<file path="config.mk">
export PLATFORM = sky130hd
export DESIGN_NAME = pmf_addr_filter
export DESIGN_NICKNAME = d
export VERILOG_FILES = /design/src/rtl/pmf_pkg.sv /design/src/rtl/pmf_addr_store.sv /design/src/rtl/pmf_frame_tracker.sv /design/src/rtl/pmf_match_eval.sv /design/src/rtl/pmf_addr_filter.sv
export SDC_FILE = /design/constraint.sdc
export NUM_CORES = 1
export LEC_CHECK = 0
export BUFFER_PORTS_ARGS = -buffer_cell sky130_fd_sc_hd__buf_2
export CORE_MARGIN = 2
export CORE_UTILIZATION = 57
export DETAILED_ROUTE_END_ITERATION = 7
export PLACE_DENSITY = 0.81
export SLEW_MARGIN = 0
export SYNTH_ARGS = -nofsm -noshare
export SYNTH_HDL_FRONTEND = slang
export SYNTH_HIERARCHICAL = 1
export SYNTH_SLANG_ARGS = --single-unit
</file>
<file path="constraint.sdc">
create_clock -name clk -period 3.4 [get_ports clk]
set_input_delay 0.34 -clock clk [delete_from_list [all_inputs] [get_ports clk]]
set_output_delay 0.34 -clock clk [all_outputs]
set_load 0.1 [all_outputs]
</file>
<file path="src/rtl/pmf_pkg.sv">
package pmf_pkg;
   localparam int unsigned PMF_BYTE_W = 8;

   typedef enum logic [1:0] {
      VERDICT_NONE   = 2'd0,
      VERDICT_ACCEPT = 2'd1,
      VERDICT_REJECT = 2'd2
   } verdict_e;

   // Compare-core variants selectable at elaboration
   localparam int unsigned PMF_IMPL_RUNNING = 0;
   localparam int unsigned PMF_IMPL_CAPTURE = 1;
endpackage

</file>
<file path="src/rtl/pmf_addr_store.sv">
module pmf_addr_store #(
   parameter int unsigned ADDR_BYTES = 6,
   parameter int unsigned WORD_W     = 16,
   parameter int unsigned IDX_W      = 10
) (
   input  logic                    clk,
   input  logic                    rst_n,
   input  logic                    idx_wr,
   input  logic [IDX_W-1:0]        idx_val,
   input  logic                    data_wr,
   input  logic [WORD_W-1:0]       data_val,
   output logic [ADDR_BYTES*8-1:0] addr_q
);
   localparam int unsigned BPW   = WORD_W / 8;
   localparam int unsigned WORDS = ADDR_BYTES / BPW;

   if (WORD_W % 8 != 0) begin : g_chk_word
      $error("WORD_W must be a whole number of bytes");
   end
   if (ADDR_BYTES % BPW != 0) begin : g_chk_split
      $error("ADDR_BYTES must be a multiple of the word size in bytes");
   end
   if ((1 << IDX_W) <= ADDR_BYTES) begin : g_chk_idx
      $error("IDX_W too narrow for the address index");
   end

   logic [IDX_W-1:0] idx_q;
   logic [WORDS-1:0] word_hit;

   always_ff @(posedge clk) begin
      if (!rst_n) idx_q <= '0;
      else if (idx_wr) idx_q <= idx_val;
   end

   for (genvar w = 0; w < WORDS; w++) begin : g_word
      assign word_hit[w] = (idx_q == IDX_W'(w * BPW));
      always_ff @(posedge clk) begin
         if (!rst_n)
            addr_q[w*WORD_W +: WORD_W] <= '0;
         else if (data_wr && word_hit[w])
            addr_q[w*WORD_W +: WORD_W] <= data_val;
      end
   end

   // data writes at an unused index do not disturb the address
   p_bad_index_hold_r4: assert property (@(posedge clk) disable iff (!rst_n)
      (data_wr && !(|word_hit)) |=> $stable(addr_q));
   // the index decode picks at most one word
   p_word_onehot_r2: assert property (@(posedge clk) disable iff (!rst_n)
      $onehot0(word_hit));
endmodule

</file>
<file path="src/rtl/pmf_frame_tracker.sv">
module pmf_frame_tracker #(
   parameter int unsigned ADDR_BYTES = 6,
   localparam int unsigned CNT_W     = (ADDR_BYTES > 1) ? $clog2(ADDR_BYTES) : 1
) (
   input  logic             clk,
   input  logic             rst_n,
   input  logic             rx_valid,
   input  logic             rx_sof,
   input  logic             rx_eof,
   output logic             byte_live,
   output logic [CNT_W-1:0] byte_idx,
   output logic             decide,
   output logic             runt_end
);
   localparam logic [CNT_W-1:0] LAST_IDX = CNT_W'(ADDR_BYTES - 1);

   if (ADDR_BYTES < 2) begin : g_chk_len
      $error("ADDR_BYTES must be at least 2");
   end

   logic             active_q;
   logic [CNT_W-1:0] cnt_q;

   assign byte_live = rx_valid && (rx_sof || active_q);
   assign byte_idx  = rx_sof ? '0 : cnt_q;
   assign decide    = byte_live && (byte_idx == LAST_IDX);
   assign runt_end  = byte_live && rx_eof && (byte_idx < LAST_IDX);

   always_ff @(posedge clk) begin
      if (!rst_n) begin
         active_q <= 1'b0;
         cnt_q    <= '0;
      end else if (byte_live) begin
         if (decide || rx_eof) begin
            active_q <= 1'b0;
            cnt_q    <= '0;
         end else begin
            active_q <= 1'b1;
            cnt_q    <= byte_idx + 1'b1;
         end
      end
   end

   // the position counter never walks past the decision byte
   p_cnt_bound_r10: assert property (@(posedge clk) disable iff (!rst_n)
      cnt_q <= LAST_IDX);
   // once a verdict is due, tracking stops until the next start
   p_idle_after_decide_r10: assert property (@(posedge clk) disable iff (!rst_n)
      decide |=> !active_q);
   // a start flag always restarts the count at the following byte
   p_sof_restart_r11: assert property (@(posedge clk) disable iff (!rst_n)
      (rx_valid && rx_sof && !rx_eof) |=> (cnt_q == CNT_W'(1)));
endmodule

</file>
<file path="src/rtl/pmf_match_eval.sv">
module pmf_match_eval #(
   parameter int unsigned ADDR_BYTES = 6,
   parameter int unsigned MATCH_IMPL = 0,
   localparam int unsigned CNT_W     = (ADDR_BYTES > 1) ? $clog2(ADDR_BYTES) : 1
) (
   input  logic                    clk,
   input  logic                    rst_n,
   input  logic                    byte_live,
   input  logic [CNT_W-1:0]        byte_idx,
   input  logic [7:0]              rx_data,
   input  logic [ADDR_BYTES*8-1:0] addr_q,
   output logic                    full_match
);
   import pmf_pkg::*;

   localparam logic [CNT_W-1:0] LAST_IDX = CNT_W'(ADDR_BYTES - 1);

   if (MATCH_IMPL != PMF_IMPL_RUNNING && MATCH_IMPL != PMF_IMPL_CAPTURE) begin : g_chk_impl
      $error("MATCH_IMPL selects an unknown compare variant");
   end

   logic [7:0] addr_b [ADDR_BYTES];
   for (genvar k = 0; k < ADDR_BYTES; k++) begin : g_split
      assign addr_b[k] = addr_q[k*8 +: 8];
   end

   if (MATCH_IMPL == PMF_IMPL_RUNNING) begin : g_running
      logic       miss_q;
      logic       prior_miss;
      logic [7:0] exp_byte;
      logic       cur_ok;

      always_comb begin
         exp_byte = '0;
         for (int k = 0; k < ADDR_BYTES; k++)
            if (byte_idx == CNT_W'(k)) exp_byte = addr_b[k];
      end

      assign cur_ok     = (rx_data == exp_byte);
      assign prior_miss = (byte_idx == '0) ? 1'b0 : miss_q;
      assign full_match = !prior_miss && cur_ok;

      always_ff @(posedge clk) begin
         if (!rst_n) miss_q <= 1'b0;
         else if (byte_live) miss_q <= prior_miss || !cur_ok;
      end

      // a mismatch seen mid-frame is kept until the next first byte
      p_miss_sticky_r6: assert property (@(posedge clk) disable iff (!rst_n)
         (miss_q && !byte_live) |=> miss_q);
   end else begin : g_capture
      logic [7:0] cap_q [ADDR_BYTES-1];
      logic       head_ok;

      for (genvar k = 0; k < ADDR_BYTES - 1; k++) begin : g_cap
         always_ff @(posedge clk) begin
            if (!rst_n) cap_q[k] <= '0;
            else if (byte_live && byte_idx == CNT_W'(k)) cap_q[k] <= rx_data;
         end
      end

      always_comb begin
         head_ok = 1'b1;
         for (int k = 0; k < ADDR_BYTES - 1; k++)
            if (cap_q[k] != addr_b[k]) head_ok = 1'b0;
      end

      assign full_match = head_ok && (rx_data == addr_b[ADDR_BYTES-1]);

      // a held byte changes only when a live byte lands on its slot
      p_cap_hold_r5: assert property (@(posedge clk) disable iff (!rst_n)
         !byte_live |=> $stable(cap_q[0]));
   end

   // the compare result is meaningful only on the decision byte
   p_idx_range_r5: assert property (@(posedge clk) disable iff (!rst_n)
      byte_live |-> (byte_idx <= LAST_IDX));
endmodule

</file>
<file path="src/rtl/pmf_addr_filter.sv">
module pmf_addr_filter #(
   parameter int unsigned ADDR_BYTES = 6,
   parameter int unsigned WORD_W     = 16,
   parameter int unsigned REG_W      = 32,
   parameter int unsigned IDX_W      = 10,
   parameter int unsigned EN_BIT     = 31,
   parameter int unsigned PM_BIT     = 27,
   parameter int unsigned MATCH_IMPL = 0
) (
   input  logic             clk,
   input  logic             rst_n,
   input  logic             reg_wr,
   input  logic             reg_sel,
   input  logic [REG_W-1:0] reg_wdata,
   input  logic             rx_valid,
   input  logic             rx_sof,
   input  logic             rx_eof,
   input  logic [7:0]       rx_data,
   output logic             match_accept,
   output logic             match_reject
);
   import pmf_pkg::*;

   localparam int unsigned CNT_W = (ADDR_BYTES > 1) ? $clog2(ADDR_BYTES) : 1;

   if (EN_BIT >= REG_W || PM_BIT >= REG_W) begin : g_chk_bits
      $error("control bit positions exceed REG_W");
   end
   if (EN_BIT == PM_BIT || EN_BIT < IDX_W || PM_BIT < IDX_W) begin : g_chk_overlap
      $error("control fields overlap");
   end
   if (WORD_W > REG_W) begin : g_chk_word
      $error("WORD_W exceeds REG_W");
   end

   logic                    ctrl_wr, data_wr;
   logic                    en_q, pm_q;
   logic [ADDR_BYTES*8-1:0] addr_q;
   logic                    byte_live, decide, runt_end, full_match;
   logic [CNT_W-1:0]        byte_idx;
   verdict_e                verdict_d, verdict_q;
   logic                    unused_wbits;

   assign ctrl_wr      = reg_wr && !reg_sel;
   assign data_wr      = reg_wr && reg_sel;
   assign unused_wbits = ^reg_wdata;

   always_ff @(posedge clk) begin
      if (!rst_n) begin
         en_q <= 1'b0;
         pm_q <= 1'b0;
      end else if (ctrl_wr) begin
         en_q <= reg_wdata[EN_BIT];
         pm_q <= reg_wdata[PM_BIT];
      end
   end

   pmf_addr_store #(
      .ADDR_BYTES(ADDR_BYTES), .WORD_W(WORD_W), .IDX_W(IDX_W)
   ) u_store (
      .clk     (clk),
      .rst_n   (rst_n),
      .idx_wr  (ctrl_wr),
      .idx_val (reg_wdata[IDX_W-1:0]),
      .data_wr (data_wr),
      .data_val(reg_wdata[WORD_W-1:0]),
      .addr_q  (addr_q)
   );

   pmf_frame_tracker #(.ADDR_BYTES(ADDR_BYTES)) u_track (
      .clk      (clk),
      .rst_n    (rst_n),
      .rx_valid (rx_valid),
      .rx_sof   (rx_sof),
      .rx_eof   (rx_eof),
      .byte_live(byte_live),
      .byte_idx (byte_idx),
      .decide   (decide),
      .runt_end (runt_end)
   );

   pmf_match_eval #(.ADDR_BYTES(ADDR_BYTES), .MATCH_IMPL(MATCH_IMPL)) u_eval (
      .clk       (clk),
      .rst_n     (rst_n),
      .byte_live (byte_live),
      .byte_idx  (byte_idx),
      .rx_data   (rx_data),
      .addr_q    (addr_q),
      .full_match(full_match)
   );

   always_comb begin
      verdict_d = VERDICT_NONE;
      if (runt_end)
         verdict_d = VERDICT_REJECT;
      else if (decide) begin
         if (!en_q || (pm_q && full_match)) verdict_d = VERDICT_ACCEPT;
         else                               verdict_d = VERDICT_REJECT;
      end
   end

   always_ff @(posedge clk) begin
      if (!rst_n) verdict_q <= VERDICT_NONE;
      else        verdict_q <= verdict_d;
   end

   assign match_accept = (verdict_q == VERDICT_ACCEPT);
   assign match_reject = (verdict_q == VERDICT_REJECT);

   // the two verdicts exclude each other
   p_excl_verdict_r12: assert property (@(posedge clk) disable iff (!rst_n)
      !(match_accept && match_reject));
   // an accept lasts one cycle
   p_accept_pulse_r10: assert property (@(posedge clk) disable iff (!rst_n)
      match_accept |=> !match_accept);
   // any verdict follows a valid byte
   p_verdict_after_byte_r10: assert property (@(posedge clk) disable iff (!rst_n)
      (match_accept || match_reject) |-> $past(rx_valid));
   // disabled filter accepts complete frames
   p_disabled_accept_r8: assert property (@(posedge clk) disable iff (!rst_n)
      (decide && !en_q) |=> match_accept);
   // a short frame ends in a reject
   p_runt_reject_r9: assert property (@(posedge clk) disable iff (!rst_n)
      runt_end |=> match_reject);
   // enabled without exact mode never accepts
   p_no_mode_reject_r7: assert property (@(posedge clk) disable iff (!rst_n)
      (decide && en_q && !pm_q) |=> match_reject);
endmodule

</file>
# After elaboration in Yosys (flattened, before gate mapping)
# Index checks and enable logic that the tools add are counted.
[classes]
n_addsub = 1
magnitude_cmp = 1
n_eq_ne = 10
muxes = 13
bitwise = 2
reduce_logical = 22
[op_table]
columns = ["op", "n"]
rows = [
  ["2-to-1 mux 8 bit", 6],
  ["logical AND 1 bit", 11],
  ["equality test 10 x 2 -> 1 bit, second input constant", 1],
  ["equality test 10 x 3 -> 1 bit, second input constant", 1],
  ["logical NOT 10 bit", 1],
  ["equality test 8 bit", 1],
  ["equality test 3 x 2 -> 1 bit, second input constant", 2],
  ["equality test 3 bit, second input constant", 2],
  ["2-to-1 mux 2 bit", 3],
  ["2-to-1 mux 3 bit", 2],
  ["logical NOT 1 bit", 4],
  ["logical OR 1 bit", 4],
  ["adder 3 x 1 -> 3 bit, second input constant", 1],
  ["equality test 3 x 1 -> 1 bit, second input constant", 1],
  ["logical NOT 3 bit", 1],
  ["< comparator 3 bit, second input constant", 1],
  ["OR reduction 3 bit", 1],
  ["equality test 2 x 1 -> 1 bit, second input constant", 1],
  ["equality test 2 bit, second input constant", 1],
  ["2-to-1 mux 1 bit", 2],
  ["NOT 1 bit", 2],
]
[totals]
register_bits = 67
inputBits = 47
out_inout_bits = 2
elab_cells = 60

# Longest topological paths before layout
[logic_depth]
ltp_word = 15
ltp_mapped = 13
mapped_depth_nobuf = 11

# Modules after synthesis
# Netlist, hierarchy kept.
[by_module_without_submodules]
columns = ["module", "n_inst", "cells_per_inst", "area_each_um2", "seq_area_each_um2"]
rows = [
  ["pmf_addr_store", 1, 212, 2230.9, 1161.1],
  ["pmf_match_eval", 1, 94, 696.9, 20.0],
  ["pmf_frame_tracker", 1, 29, 254.0, 80.1],
  ["pmf_addr_filter", 1, 17, 173.9, 80.1],
]

# Least setup slack after synthesis
# No wires, ideal clock.
[synth_timing]
kind = "reg2reg"
from = "register u_track.cnt_q[0]"
to = "register verdict_q[1]"
setup_ns = 0.115
t_arrival_ns = 2.245
required_time_ns = 3.285
path_slack_ns = 1.040
path_stages_with_launch = 12
n_path_buf = 1
synth_period_minus_slack_ns = 2.360
path_cell_list = "dfxtp_1 nor2b_1 buf_6 mux4_2 xor2_1 nor2_1 a21oi_1 a2111oi_0 and2_1 a21boi_1 a21oi_1 nor2b_1"
[synth_via]
elab_chain_cells = 15
elab_cells_between_ends = 25
cone_classes = "order compare (1); eq/ne (6); mux (11); reduce/logical (7)"
[synth_lines]
columns = ["item", "line_no", "rtl"]
rows = [
  ["from (decl)", "pmf_frame_tracker.sv:22", "logic [CNT_W-1:0] cnt_q;"],
  ["from (signal assigned)", "pmf_frame_tracker.sv:39", "cnt_q <= byte_idx + 1'b1;"],
  ["2-to-1 mux 3 bit *", "pmf_frame_tracker.sv:25", "assign byte_idx = rx_sof ? '0 : cnt_q;"],
  ["named net byte_idx[0]", "pmf_addr_filter.sv:40", "logic [CNT_W-1:0] byte_idx;"],
  ["logical NOT 3 bit", "pmf_match_eval.sv:36, pmf_match_eval.sv:40", ""],
  ["2-to-1 mux 8 bit (6 in a row)", "pmf_match_eval.sv:36", "if (byte_idx == CNT_W'(k)) exp_byte = addr_b[k];"],
  ["equality test 8 bit", "pmf_match_eval.sv:39", "assign cur_ok = (rx_data == exp_byte);"],
  ["logical AND 1 bit *", "pmf_match_eval.sv:41", "assign full_match = !prior_miss && cur_ok;"],
  ["named net full_match", "pmf_addr_filter.sv:39", "logic byte_live, decide, runt_end, full_match;"],
  ["logical AND 1 bit *", "pmf_addr_filter.sv:97", "if (!en_q || (pm_q && full_match)) verdict_d = VERDICT_ACCEPT;"],
  ["logical OR 1 bit *", "pmf_addr_filter.sv:97", ""],
  ["2-to-1 mux 2 bit *", "pmf_addr_filter.sv:97", ""],
  ["2-to-1 mux 2 bit *", "pmf_addr_filter.sv:96", "else if (decide) begin"],
  ["2-to-1 mux 2 bit *", "pmf_addr_filter.sv:94", "if (runt_end)"],
  ["to (signal assigned)", "pmf_addr_filter.sv:104", "else verdict_q <= verdict_d;"],
  ["to (decl)", "pmf_addr_filter.sv:41", "verdict_e verdict_d, verdict_q;"],
]
# The timed path passes the listed nets; every way through them passes the cells marked *.
# A chain may end at the register's enable or synchronous reset.

# Worst setup path after layout
[layout_timing]
from = "register u_track.cnt_q[1]"
to = "register verdict_q[1]"
# Same word-level chain as after synthesis.

==> flow_summary.toml <==
[run_status]
status = "finished, final reports clean"

[hold_path]
min-delay-start = "reg_wdata[31]"
holdPathStages = 3
min_path_type = "input pin to flip-flop"
holdPathEnd = "en_q$_SDFFE_PN0P_"

[logic_synthesis]
avgSynthCellArea_um2 = 9.53
yosys.area_share.adder_pct = 0.746
ys_async_sr_fraction_pct = 0
ys_types = 59
synth_compound_area_share_pct = 8.95
synthTopCellsByArea = "dfxtp_1, mux2i_1, nand2_1, nor2b_1, buf_6"
synth_common_cells = "mux2i_1, dfxtp_1, nand2_1"
netlist_instances = 352
synth_ff_type = "dfxtp_1"
synth_warnings = 6
synth_top_area_share_pct = 40.0
synth_top_family_by_area = "multiplexers"
synth-edff-count = 0
synth_xor_area_share_pct = 1.04
yosysTopAreaCell = "dfxtp_1"
synth.area.mux_share_pct = 22.6
synth_most_common_cell = "mux2i_1"
syn_area_mm2 = 0.00336
syn-num-nets = 401
ys_ff_latch = 67
synth-simple-area-share_pct = 21.3
ys_seq_area_share_pct = 40.0

[drt]
firstDrtPassIters = 5
drt_iter0_markers = 131
drt-met1-wl_mm = 3.35
dr_wl_met2_mm = 3.33
detail-route-antenna-nets = 0
via_per_inst = 5.59
routed_wl_mm = 7.08
drc = 0
wl_met3_um = 257
num_vias = 2571
top_layer = "met4"
avgRoutedWirePerCell_um = 15.4

[grt]
overflow = 0
grtUsageTotal_pct = 23.7
grt_pass1_vias = 2490
grt_antenna_before_repair = 0
grt_max_degree = 53
grt_pass1_wl_mm = 11.8

[timing]
holdWs_ns = 0.247
final.setup_skew_ns = 0.00530
hold_violations = 0
tns_ns = 0
finalCritPeriodShare_pct = 82.3
fin_crit_ns = 2.80
setup_viol = 0
max-slew-margin-rel_pct = 43.9
setup_slack_ns = 0.601
rsz0062_at_grt = "no"
fmax_ghz = 0.357
finalMaxSlewViolations = 0
worst_pin_slew_ns = 0.842

[clocking]
cts_buffer_depth = 2
cts.clk_slew.worst_paths_ns = 0.07
clock-sinks = 67
numCtsBuffers = 9
worstSkewPairLatency_ns = 0.35
cts_tree = "built"
cts_setup_buffers = 0
cts_hold_buffers = 0
cts_root_buf = "clkbuf_8"
cts_resized = 0
cts_max_level = 3

[critical_path]
reg2reg_depth = 11
cp-end-kind = "flip-flop"
path_max_fanout = 14
critPathLaunchType = "flip-flop"
r2r_start = "u_track/cnt_q[1]$_SDFFE_PN0P_"
r2r_setup_slack_ns = 0.60
cp_slowest_cell = "or4_1"
r2r_end = "verdict_q[1]$_SDFF_PN0_"
critPathMaxStageDelay_ns = 0.55
cp_cell_sequence = "nand2b_1 -> inv_1 -> clkinv_1 -> or4_1 -> a32oi_1 -> xnor2_1 -> nor4_2 -> and2_1 -> a21boi_1 -> a21oi_1 -> nor2b_1"
crit_type = "flip-flop to flip-flop"
worst_ep_arrival_time_ns = 3.05
cp.required_ns = 3.65

[placed_design]
postPlaceCellArea_mm2 = 0.00352
place_congestion = 0.929
place_ws_ns = 0.411
dp_hpwl_mm = 5.04
io_buffers = 34

[floorplanning]
start_util_pct = 59.8
core_area_mm2 = 0.00561
dieArea_mm2 = 0.00652
io_pins = 49
die_h_um = 80.7
num_rows = 27
die_w_um = 80.7

[job]
drv_cap = 0

[final_layout]
fill_cells = 488
postLayoutCellArea_mm2 = 0.00369
nets = 432
area_delta_synth_final_pct = 10.1
drive_gt1_share_pct = 17.0
diodes = 0

[pwr]
p_per_area_mw_per_mm2 = 423
leakage_nw = 1.57
ir_drop_uv = 284
[metal layers]
metal | global-route usage [%] | vias to the layer above
met2 | 37.6 | 45
li1 | - | 1300
met1 | 31.1 | 1212
met4 | 11.4 | 0
met5 | 0 | -
met3 | 4.89 | 14
[registers in the layout, indices dropped and copies added, names as in the netlist]
name / cells
u_store/addr_q: 48
u_store/idx_q: 10
u_track/cnt_q: 3
verdict_q: 2
en_q: 1
pm_q: 1
u_eval/g_running.miss_q: 1
u_track/active_q: 1
[cells by family (layout without fill, tap and decap cells)]
family                   Yosys count  after routing
AO/OA/AOI/OAI                     42             42
XOR/XNOR                           4              4
adder cells (fa/ha/maj)            2              2
buffers and inverters             28             64
flip-flops                        67             67
multiplexers                      73             73
AND/OR/NAND/NOR                  136            136
[power breakdown]
part           switching (mW)  total, mW  internal, mW
logic                  0.0880      0.157        0.0694
registers              0.0119      0.817         0.806
clock network           0.286      0.589         0.303
total                   0.386       1.56          1.18
[per-stage QoR]
stage	std cells	utilization [%]	total power, mW
after floorplan	352	-	0.941
after global placement	444	62.8	0.986
after detailed placement	444	62.8	0.991
after CTS	460	65.9	1.57
after global routing	460	65.9	1.63
final	460	65.9	1.56
[critical path, delay by kind of cell (launching register included)]
kind / cells / cell delay (ns)
xor+xnor: 1 / 0.11
flops: 1 / 0.35
compound gates: 3 / 0.49
buf+inv: 2 / 0.59
simple gates: 5 / 1.15
[worst max-delay path by stage]
stage / from / endpoint / slack (ns) / cells past startpoint
after CTS: u_track/cnt_q[1]$_SDFFE_PN0P_ / verdict_q[1]$_SDFF_PN0_ / 0.63 / 11
after floorplan: u_track/cnt_q[0]$_SDFFE_PN0P_ / verdict_q[1]$_SDFF_PN0_ / 1.04 / 11
after global routing: u_track/cnt_q[2]$_SDFFE_PN0P_ / verdict_q[1]$_SDFF_PN0_ / 0.36 / 10
after global placement: rx_sof / verdict_q[1]$_SDFF_PN0_ / 0.49 / 12
final: u_track/cnt_q[1]$_SDFFE_PN0P_ / verdict_q[1]$_SDFF_PN0_ / 0.60 / 11
after detailed placement: rx_sof / verdict_q[1]$_SDFF_PN0_ / 0.41 / 12
[cell usage in the layout, fill, tap and decap left out, types with 2 or more instances in the layout]
cell and n:
or3_1 2, o21ai_0 8, a211oi_1 4, nor2_1 12, a32o_1 2, a21boi_1 2
clkinv_2 2, or4_4 3, buf_4 4, o22ai_1 3, nor3_1 4, nand2_1 67
ha_1 2, a21oi_1 4, xnor2_1 2, and2_1 4, a2111oi_0 2, a31oi_1 3
o221ai_1 3, xor2_1 2, clkbuf_8 11, nand2b_1 6, buf_2 34, or4_1 2
mux2i_1 70, nand3_1 3, nor2b_1 19, mux4_2 2, clkbuf_1 3, dfxtp_1 67
inv_1 6, a211o_1 2
[area by class of cell]
cell class	instances	area [µm²]	area share, %
clock buffers	14	163	4.40
multi-input cells	257	1830	49.6
flip-flops and latches	67	1340	36.3
clock inverters	2	10.0	0.271
repair buffers	39	220	5.96
inverters	9	36.3	0.982
well taps	72	90.1	2.44
Power figures use the tool's default switching activity.
